--- src/rtl/op2_pkg.sv ---
package op2_pkg;
  localparam int WORD_W = 32;

  // Instruction field positions the decoder depends on
  localparam int POS_CONST_FORM = 25;
  localparam int POS_REG_AMT    = 4;
  localparam int POS_KIND_LO    = 5;
  localparam int POS_IMM_AMT_LO = 7;
  localparam int POS_ROT_LO     = 8;
  localparam int CONST_W        = 8;
  localparam int ROT_W          = 4;
  localparam int REG_AMT_W      = 8;

  typedef enum logic [1:0] {
    SK_LEFT  = 2'b00,
    SK_RIGHT = 2'b01,
    SK_ARITH = 2'b10,
    SK_ROT   = 2'b11
  } shift_kind_e;
endpackage

--- src/rtl/op2_rotator.sv ---
module op2_rotator #(
  parameter int DATA_W = op2_pkg::WORD_W,
  localparam int LOG_W = $clog2(DATA_W)
) (
  input  logic [DATA_W-1:0] din_i,
  input  logic [LOG_W-1:0]  amt_i,
  output logic [DATA_W-1:0] dout_o
);
  logic [DATA_W-1:0] stage [0:LOG_W];

  assign stage[0] = din_i;

  // Log-depth right rotator: stage s rotates by 2**s when amt_i[s] is set
  for (genvar s = 0; s < LOG_W; s++) begin : g_stage
    localparam int STEP = 1 << s;
    assign stage[s+1] = amt_i[s] ? {stage[s][STEP-1:0], stage[s][DATA_W-1:STEP]}
                                 : stage[s];
  end

  assign dout_o = stage[LOG_W];
endmodule

--- src/rtl/op2_imm_rotate.sv ---
module op2_imm_rotate #(
  parameter int DATA_W  = op2_pkg::WORD_W,
  parameter int CONST_W = op2_pkg::CONST_W,
  parameter int ROT_W   = op2_pkg::ROT_W,
  localparam int LOG_W  = $clog2(DATA_W)
) (
  input  logic [CONST_W-1:0] const_i,
  input  logic [ROT_W-1:0]   rot_i,
  input  logic               carry_i,
  output logic [DATA_W-1:0]  value_o,
  output logic               carry_o
);
  logic [LOG_W-1:0]  rot_amt;
  logic [DATA_W-1:0] widened;

  assign widened = DATA_W'(const_i);
  assign rot_amt = LOG_W'({rot_i, 1'b0});

  op2_rotator #(.DATA_W(DATA_W)) u_rot (
    .din_i (widened),
    .amt_i (rot_amt),
    .dout_o(value_o)
  );

  assign carry_o = (rot_i == '0) ? carry_i : value_o[DATA_W-1];
endmodule

--- src/rtl/op2_amount_decode.sv ---
module op2_amount_decode #(
  parameter int DATA_W    = op2_pkg::WORD_W,
  parameter int REG_AMT_W = op2_pkg::REG_AMT_W,
  localparam int LOG_W    = $clog2(DATA_W)
) (
  input  logic                  reg_amt_i,
  input  op2_pkg::shift_kind_e  kind_i,
  input  logic [LOG_W-1:0]      imm_amt_i,
  input  logic [REG_AMT_W-1:0]  reg_amt_val_i,
  output logic [REG_AMT_W-1:0]  amt_o,
  output logic                  rrx_o
);
  localparam logic [REG_AMT_W-1:0] FULL = REG_AMT_W'(DATA_W);

  always_comb begin
    rrx_o = 1'b0;
    amt_o = REG_AMT_W'(imm_amt_i);
    if (reg_amt_i) begin
      amt_o = reg_amt_val_i;
    end else if (imm_amt_i == '0) begin
      unique case (kind_i)
        op2_pkg::SK_RIGHT,
        op2_pkg::SK_ARITH: amt_o = FULL;
        op2_pkg::SK_ROT:   rrx_o = 1'b1;
        default:           amt_o = '0;
      endcase
    end
  end
endmodule

--- src/rtl/op2_shift_path.sv ---
module op2_shift_path #(
  parameter int DATA_W    = op2_pkg::WORD_W,
  parameter int REG_AMT_W = op2_pkg::REG_AMT_W,
  localparam int LOG_W    = $clog2(DATA_W)
) (
  input  logic [DATA_W-1:0]    value_i,
  input  op2_pkg::shift_kind_e kind_i,
  input  logic [REG_AMT_W-1:0] amt_i,
  input  logic                 rrx_i,
  input  logic                 carry_i,
  output logic [DATA_W-1:0]    value_o,
  output logic                 carry_o
);
  localparam logic [REG_AMT_W-1:0] FULL = REG_AMT_W'(DATA_W);
  localparam logic [DATA_W-1:0]    ONES = '1;

  logic [LOG_W-1:0]  lo, lo_neg, lo_m1;
  logic [DATA_W-1:0] rot_r, rot_l, mask_r, mask_l, fill;
  logic              amt_zero, amt_full, amt_past;

  assign lo       = amt_i[LOG_W-1:0];
  assign lo_neg   = LOG_W'(0) - lo;
  assign lo_m1    = lo - LOG_W'(1);
  assign amt_zero = (amt_i == '0);
  assign amt_full = (amt_i == FULL);
  assign amt_past = (amt_i > FULL);
  assign mask_r   = ONES >> lo;
  assign mask_l   = ONES << lo;
  assign fill     = {DATA_W{value_i[DATA_W-1]}};

  // Right rotation by lo; left shift reuses a right rotation by -lo
  op2_rotator #(.DATA_W(DATA_W)) u_rot_r (
    .din_i (value_i),
    .amt_i (lo),
    .dout_o(rot_r)
  );

  op2_rotator #(.DATA_W(DATA_W)) u_rot_l (
    .din_i (value_i),
    .amt_i (lo_neg),
    .dout_o(rot_l)
  );

  always_comb begin
    value_o = value_i;
    carry_o = carry_i;
    if (rrx_i) begin
      value_o = {carry_i, value_i[DATA_W-1:1]};
      carry_o = value_i[0];
    end else if (!amt_zero) begin
      unique case (kind_i)
        op2_pkg::SK_LEFT: begin
          if (amt_past) begin
            value_o = '0;
            carry_o = 1'b0;
          end else if (amt_full) begin
            value_o = '0;
            carry_o = value_i[0];
          end else begin
            value_o = rot_l & mask_l;
            carry_o = value_i[lo_neg];
          end
        end
        op2_pkg::SK_RIGHT: begin
          if (amt_past) begin
            value_o = '0;
            carry_o = 1'b0;
          end else if (amt_full) begin
            value_o = '0;
            carry_o = value_i[DATA_W-1];
          end else begin
            value_o = rot_r & mask_r;
            carry_o = value_i[lo_m1];
          end
        end
        op2_pkg::SK_ARITH: begin
          if (amt_past || amt_full) begin
            value_o = fill;
            carry_o = value_i[DATA_W-1];
          end else begin
            value_o = (rot_r & mask_r) | (fill & ~mask_r);
            carry_o = value_i[lo_m1];
          end
        end
        default: begin
          if (lo == '0) begin
            value_o = value_i;
            carry_o = value_i[DATA_W-1];
          end else begin
            value_o = rot_r;
            carry_o = value_i[lo_m1];
          end
        end
      endcase
    end
  end
endmodule

--- src/rtl/dp_operand2_gen.sv ---
module dp_operand2_gen #(
  parameter int DATA_W = op2_pkg::WORD_W
) (
  input  logic [31:0]       instr_i,
  input  logic [DATA_W-1:0] rm_i,
  input  logic [DATA_W-1:0] rs_i,
  input  logic              carry_i,
  output logic [DATA_W-1:0] operand_o,
  output logic              carry_o
);
  import op2_pkg::*;

  localparam int LOG_W = $clog2(DATA_W);

  logic                 const_form, reg_amt;
  shift_kind_e          kind;
  logic [CONST_W-1:0]   const_val;
  logic [ROT_W-1:0]     rot_val;
  logic [LOG_W-1:0]     imm_amt;
  logic [REG_AMT_W-1:0] reg_amt_val, eff_amt;
  logic                 rrx;
  logic [DATA_W-1:0]    const_op, shift_op;
  logic                 const_c, shift_c;
  logic                 unused_bits;

  assign const_form  = instr_i[POS_CONST_FORM];
  assign reg_amt     = instr_i[POS_REG_AMT];
  assign kind        = shift_kind_e'(instr_i[POS_KIND_LO +: 2]);
  assign const_val   = instr_i[0 +: CONST_W];
  assign rot_val     = instr_i[POS_ROT_LO +: ROT_W];
  assign imm_amt     = instr_i[POS_IMM_AMT_LO +: LOG_W];
  assign reg_amt_val = rs_i[REG_AMT_W-1:0];
  assign unused_bits = ^{instr_i[31:26], instr_i[24:12], rs_i[DATA_W-1:REG_AMT_W]};

  op2_imm_rotate #(.DATA_W(DATA_W)) u_const (
    .const_i(const_val),
    .rot_i  (rot_val),
    .carry_i(carry_i),
    .value_o(const_op),
    .carry_o(const_c)
  );

  op2_amount_decode #(.DATA_W(DATA_W)) u_amt (
    .reg_amt_i    (reg_amt),
    .kind_i       (kind),
    .imm_amt_i    (imm_amt),
    .reg_amt_val_i(reg_amt_val),
    .amt_o        (eff_amt),
    .rrx_o        (rrx)
  );

  op2_shift_path #(.DATA_W(DATA_W)) u_shift (
    .value_i(rm_i),
    .kind_i (kind),
    .amt_i  (eff_amt),
    .rrx_i  (rrx),
    .carry_i(carry_i),
    .value_o(shift_op),
    .carry_o(shift_c)
  );

  assign operand_o = const_form ? const_op : shift_op;
  assign carry_o   = const_form ? const_c  : shift_c;

  always_comb begin
    if (const_form) begin
      p_const_bits_kept_r1: assert ($countones(operand_o) == $countones(const_val))
        else $error("constant rotate changed bit count");
      if (rot_val != '0) begin
        p_const_carry_top_r2: assert (carry_o == operand_o[DATA_W-1])
          else $error("constant carry not taken from top bit");
      end
    end else begin
      if (reg_amt && reg_amt_val == '0) begin
        p_reg_zero_pass_r7: assert (operand_o == rm_i && carry_o == carry_i)
          else $error("zero register amount altered operand");
      end
      if (reg_amt && (kind == SK_LEFT || kind == SK_RIGHT) &&
          reg_amt_val > REG_AMT_W'(DATA_W)) begin
        p_far_clear_r8: assert (operand_o == '0 && !carry_o)
          else $error("oversized shift left residue");
      end
      if (kind == SK_ARITH) begin
        p_arith_sign_r9: assert (operand_o[DATA_W-1] == rm_i[DATA_W-1])
          else $error("arithmetic shift lost sign");
      end
      if (!reg_amt && kind == SK_ROT && imm_amt == '0) begin
        p_rrx_r5: assert (operand_o[DATA_W-1] == carry_i && carry_o == rm_i[0])
          else $error("rotate through carry wrong");
      end
      if (kind == SK_ROT && !(!reg_amt && imm_amt == '0)) begin
        p_rot_bits_kept_r10: assert ($countones(operand_o) == $countones(rm_i))
          else $error("rotate changed bit count");
      end
    end
  end
endmodule

--- config.mk ---
export PLATFORM = sky130hd
export DESIGN_NAME = dp_operand2_gen
export DESIGN_NICKNAME = d
export VERILOG_FILES = /design/src/rtl/op2_pkg.sv /design/src/rtl/op2_rotator.sv /design/src/rtl/op2_imm_rotate.sv /design/src/rtl/op2_amount_decode.sv /design/src/rtl/op2_shift_path.sv /design/src/rtl/dp_operand2_gen.sv
export SDC_FILE = /design/constraint.sdc
export NUM_CORES = 1
export LEC_CHECK = 0
export CORE_MARGIN = 2
export CORE_UTILIZATION = 60
export DETAILED_ROUTE_END_ITERATION = 10
export DONT_BUFFER_PORTS = 1
export PLACE_DENSITY = 0.81
export SLEW_MARGIN = 25
export SYNTH_ARGS = -nofsm -noshare
export SYNTH_HDL_FRONTEND = slang
export SYNTH_SLANG_ARGS = --single-unit
--- constraint.sdc ---
create_clock -name vclk -period 5.4
set_input_delay 0.54 -clock vclk [all_inputs]
set_output_delay 0.54 -clock vclk [all_outputs]
set_load 0.01 [all_outputs]
==> metrics <==
CP max FO=23; mapped cell area=7110 um2; Placed Instances=1032; Net Sw Power=approximately 0.00073 W; Initial Utilization=about 62%; crit-path most repeated cell=mux2i_1; global-route wire length before repair=52200 um; Via density=around 8.6; GRT overflow=0; IO Pins=130; final setup vio count=0; Final Max Slew Viols=0; Area after DPL=7130 um2; CP Data Arrival Time=4260 ps; TritonRoute pass-1 iters=8; DRT iter0 DRCs=1631; crit share post-route=88.8%; Synth top area share=23.8%; Via Count=8892; Pwr Density=164 nW/um2; TNS Setup=0 ps; initial antenna violation count=1; main combinational cell family by area after synthesis=multiplexers; most common cell in the synthesized netlist=mux2i_1; PortBufs=0; CP cell instances=mux2i_1 > buf_4 > clkinv_1 > buf_4 > mux4_2 > mux2i_1 > mux2i_1 > nand2_1 > o21ai_0 > nor4_1 > o221ai_1; core box area=between 10000 and 15000 um2; Synth top cells by count=mux2i_1 (169), nand2_1 (101), nor2_1 (83), o21ai_0 (66), a21oi_1 (64); Die Ht=113 um; post-synthesis sequential area ratio=0%; Layout area overhead=0.581%; largest net degree at the start of global routing=45; Nets=1001; Routed Antenna Nets=0; Post-Syn Nets=1061; slew at the pin closest to its max-slew limit=984 ps; maximum vdd drop=134 uV; CP max stage cell=mux2i_1; Sw Share=62.2%; Buffers & Inverters on Critical Path=3; Avg Cell Area, Syn=7.46 um2; Post-CTS Resized=0; Synth area leader=mux2i_1; sequential share of power=0%; # hold bufs at CTS=0; simple-gate share of the synthesized area=18.7%; delay-heaviest family, CP=multiplexers; crit end category=primary output; crit path launch type=input pin; FF/Latch Area=0 um2; vias in the first global route=roughly 8000; Critical Path RT=between 4000 and 5000 ps; Slew HR=between 30% and 40%; Post-route DRC=0; Hold Crit Class=input pin to primary output; max cap viols=0; Non-Filler Instances=1033; clock buffer count in the final layout=0; hpwl dp=27100 um; Crit Path Category=input pin to primary output; adder-cell share of the synthesized area=2.11%; gr usage total=54.2%; Die W=approximately 110 um; internal power=roughly 0.00044 W; Compound-Gate Fraction of Synth Area=between 20 and 30%; Static Leak=between 2 and 3 nW; Cell variety after synth=75; fraction of layout cells with a size suffix above 1=13.9%; Synth area leaders=mux2i_1 (24%), mux4_2 (18%), nand2_1 (5.3%); RePlAce Congestion=1.14; Combinational Power Share=between 90% and 100%; Diodes inserted=0; crit-path max cell delay=640 ps; final WL=between 30000 and 40000 um; Clock power frac=0%; min Tclk post-route=4800 ps; RSZ-0062 raised after global routing=no; Hold WS=1180 ps; Max Freq=209 MHz; post-CTS setup buffer count=0; status=complete, no violations; Syn Inst Count=952; Seq cells=0; total die area=12700 um2; Total Power=around 0.0012 W; Filler cells=roughly 1100; FP Rows=39; mux cell area share after synthesis=between 40% and 50%; Synth Area in XOR/XNOR=less than 1%; wire per inst=34.8 um; fin area=7150 um2; final hold viol count=0; YS warnings=0
[final timing paths]
kind | slack (ps) | cells after the start | endpoint | start
worst min-delay path | 1180 | 1 | operand_o[21] | instr_i[25]
worst max-delay path | 600 | 11 | operand_o[16] | instr_i[4]
[routing by layer]
metal	up-vias	global-route usage (%)	share of wire, %
met3	209	25.7	19
li1	3590	-	-
met5	-	0	0
met2	942	76.0	39
met4	0	23.3	7.4
met1	4151	71.2	35
[logic make-up (layout without fill, tap and decap cells)]
group	Yosys count	in the layout
mux	248	248
fa+ha+maj	12	12
xor+xnor	3	3
buf+inv	113	51
compound gates	278	278
simple gates	298	298
[cell type report]
| class | count | area (um2) | share of cell area, % |
|---|---|---|---|
| multi-input cells | 839 | 6640 | 92.8 |
| repair buffers | 35 | 270 | 3.78 |
| well taps | 143 | 179 | 2.50 |
| inverters | 16 | 62.6 | 0.875 |
[power groups by stage]
stage | Combinational (W) | Sequential (W) | Clock (W)
global route | 0.00120 | 0 | 0
global placement | 0.00108 | 0 | 0
finish | 0.00117 | 0 | 0
detailed placement | 0.00109 | 0 | 0
floorplan | 0.000812 | 0 | 0
CTS | 0.00110 | 0 | 0
[layout by cell type (no fill, tap or decap), drive strengths merged, types with 12 or more instances in the layout]
cell type  synthesis  layout
mux2i            170     170
nand2            101     101
nor2              83      83
o21ai             68      68
a21oi             64      64
mux4              59      59
nor3              36      36
buf               34      35
nand3             32      32
mux2              19      19
a31oi             17      17
inv               14      14
ha                12      12
[stage by stage]
step | setup WS, ps | util, %
global route | 531 | 62.3
CTS | 815 | 62.2
global placement | 953 | 62.2
detailed placement | 830 | 62.2
finish | 604 | 62.3
floorplan | 714 | -
No activity file was read; power rests on OpenSTA's default activity.
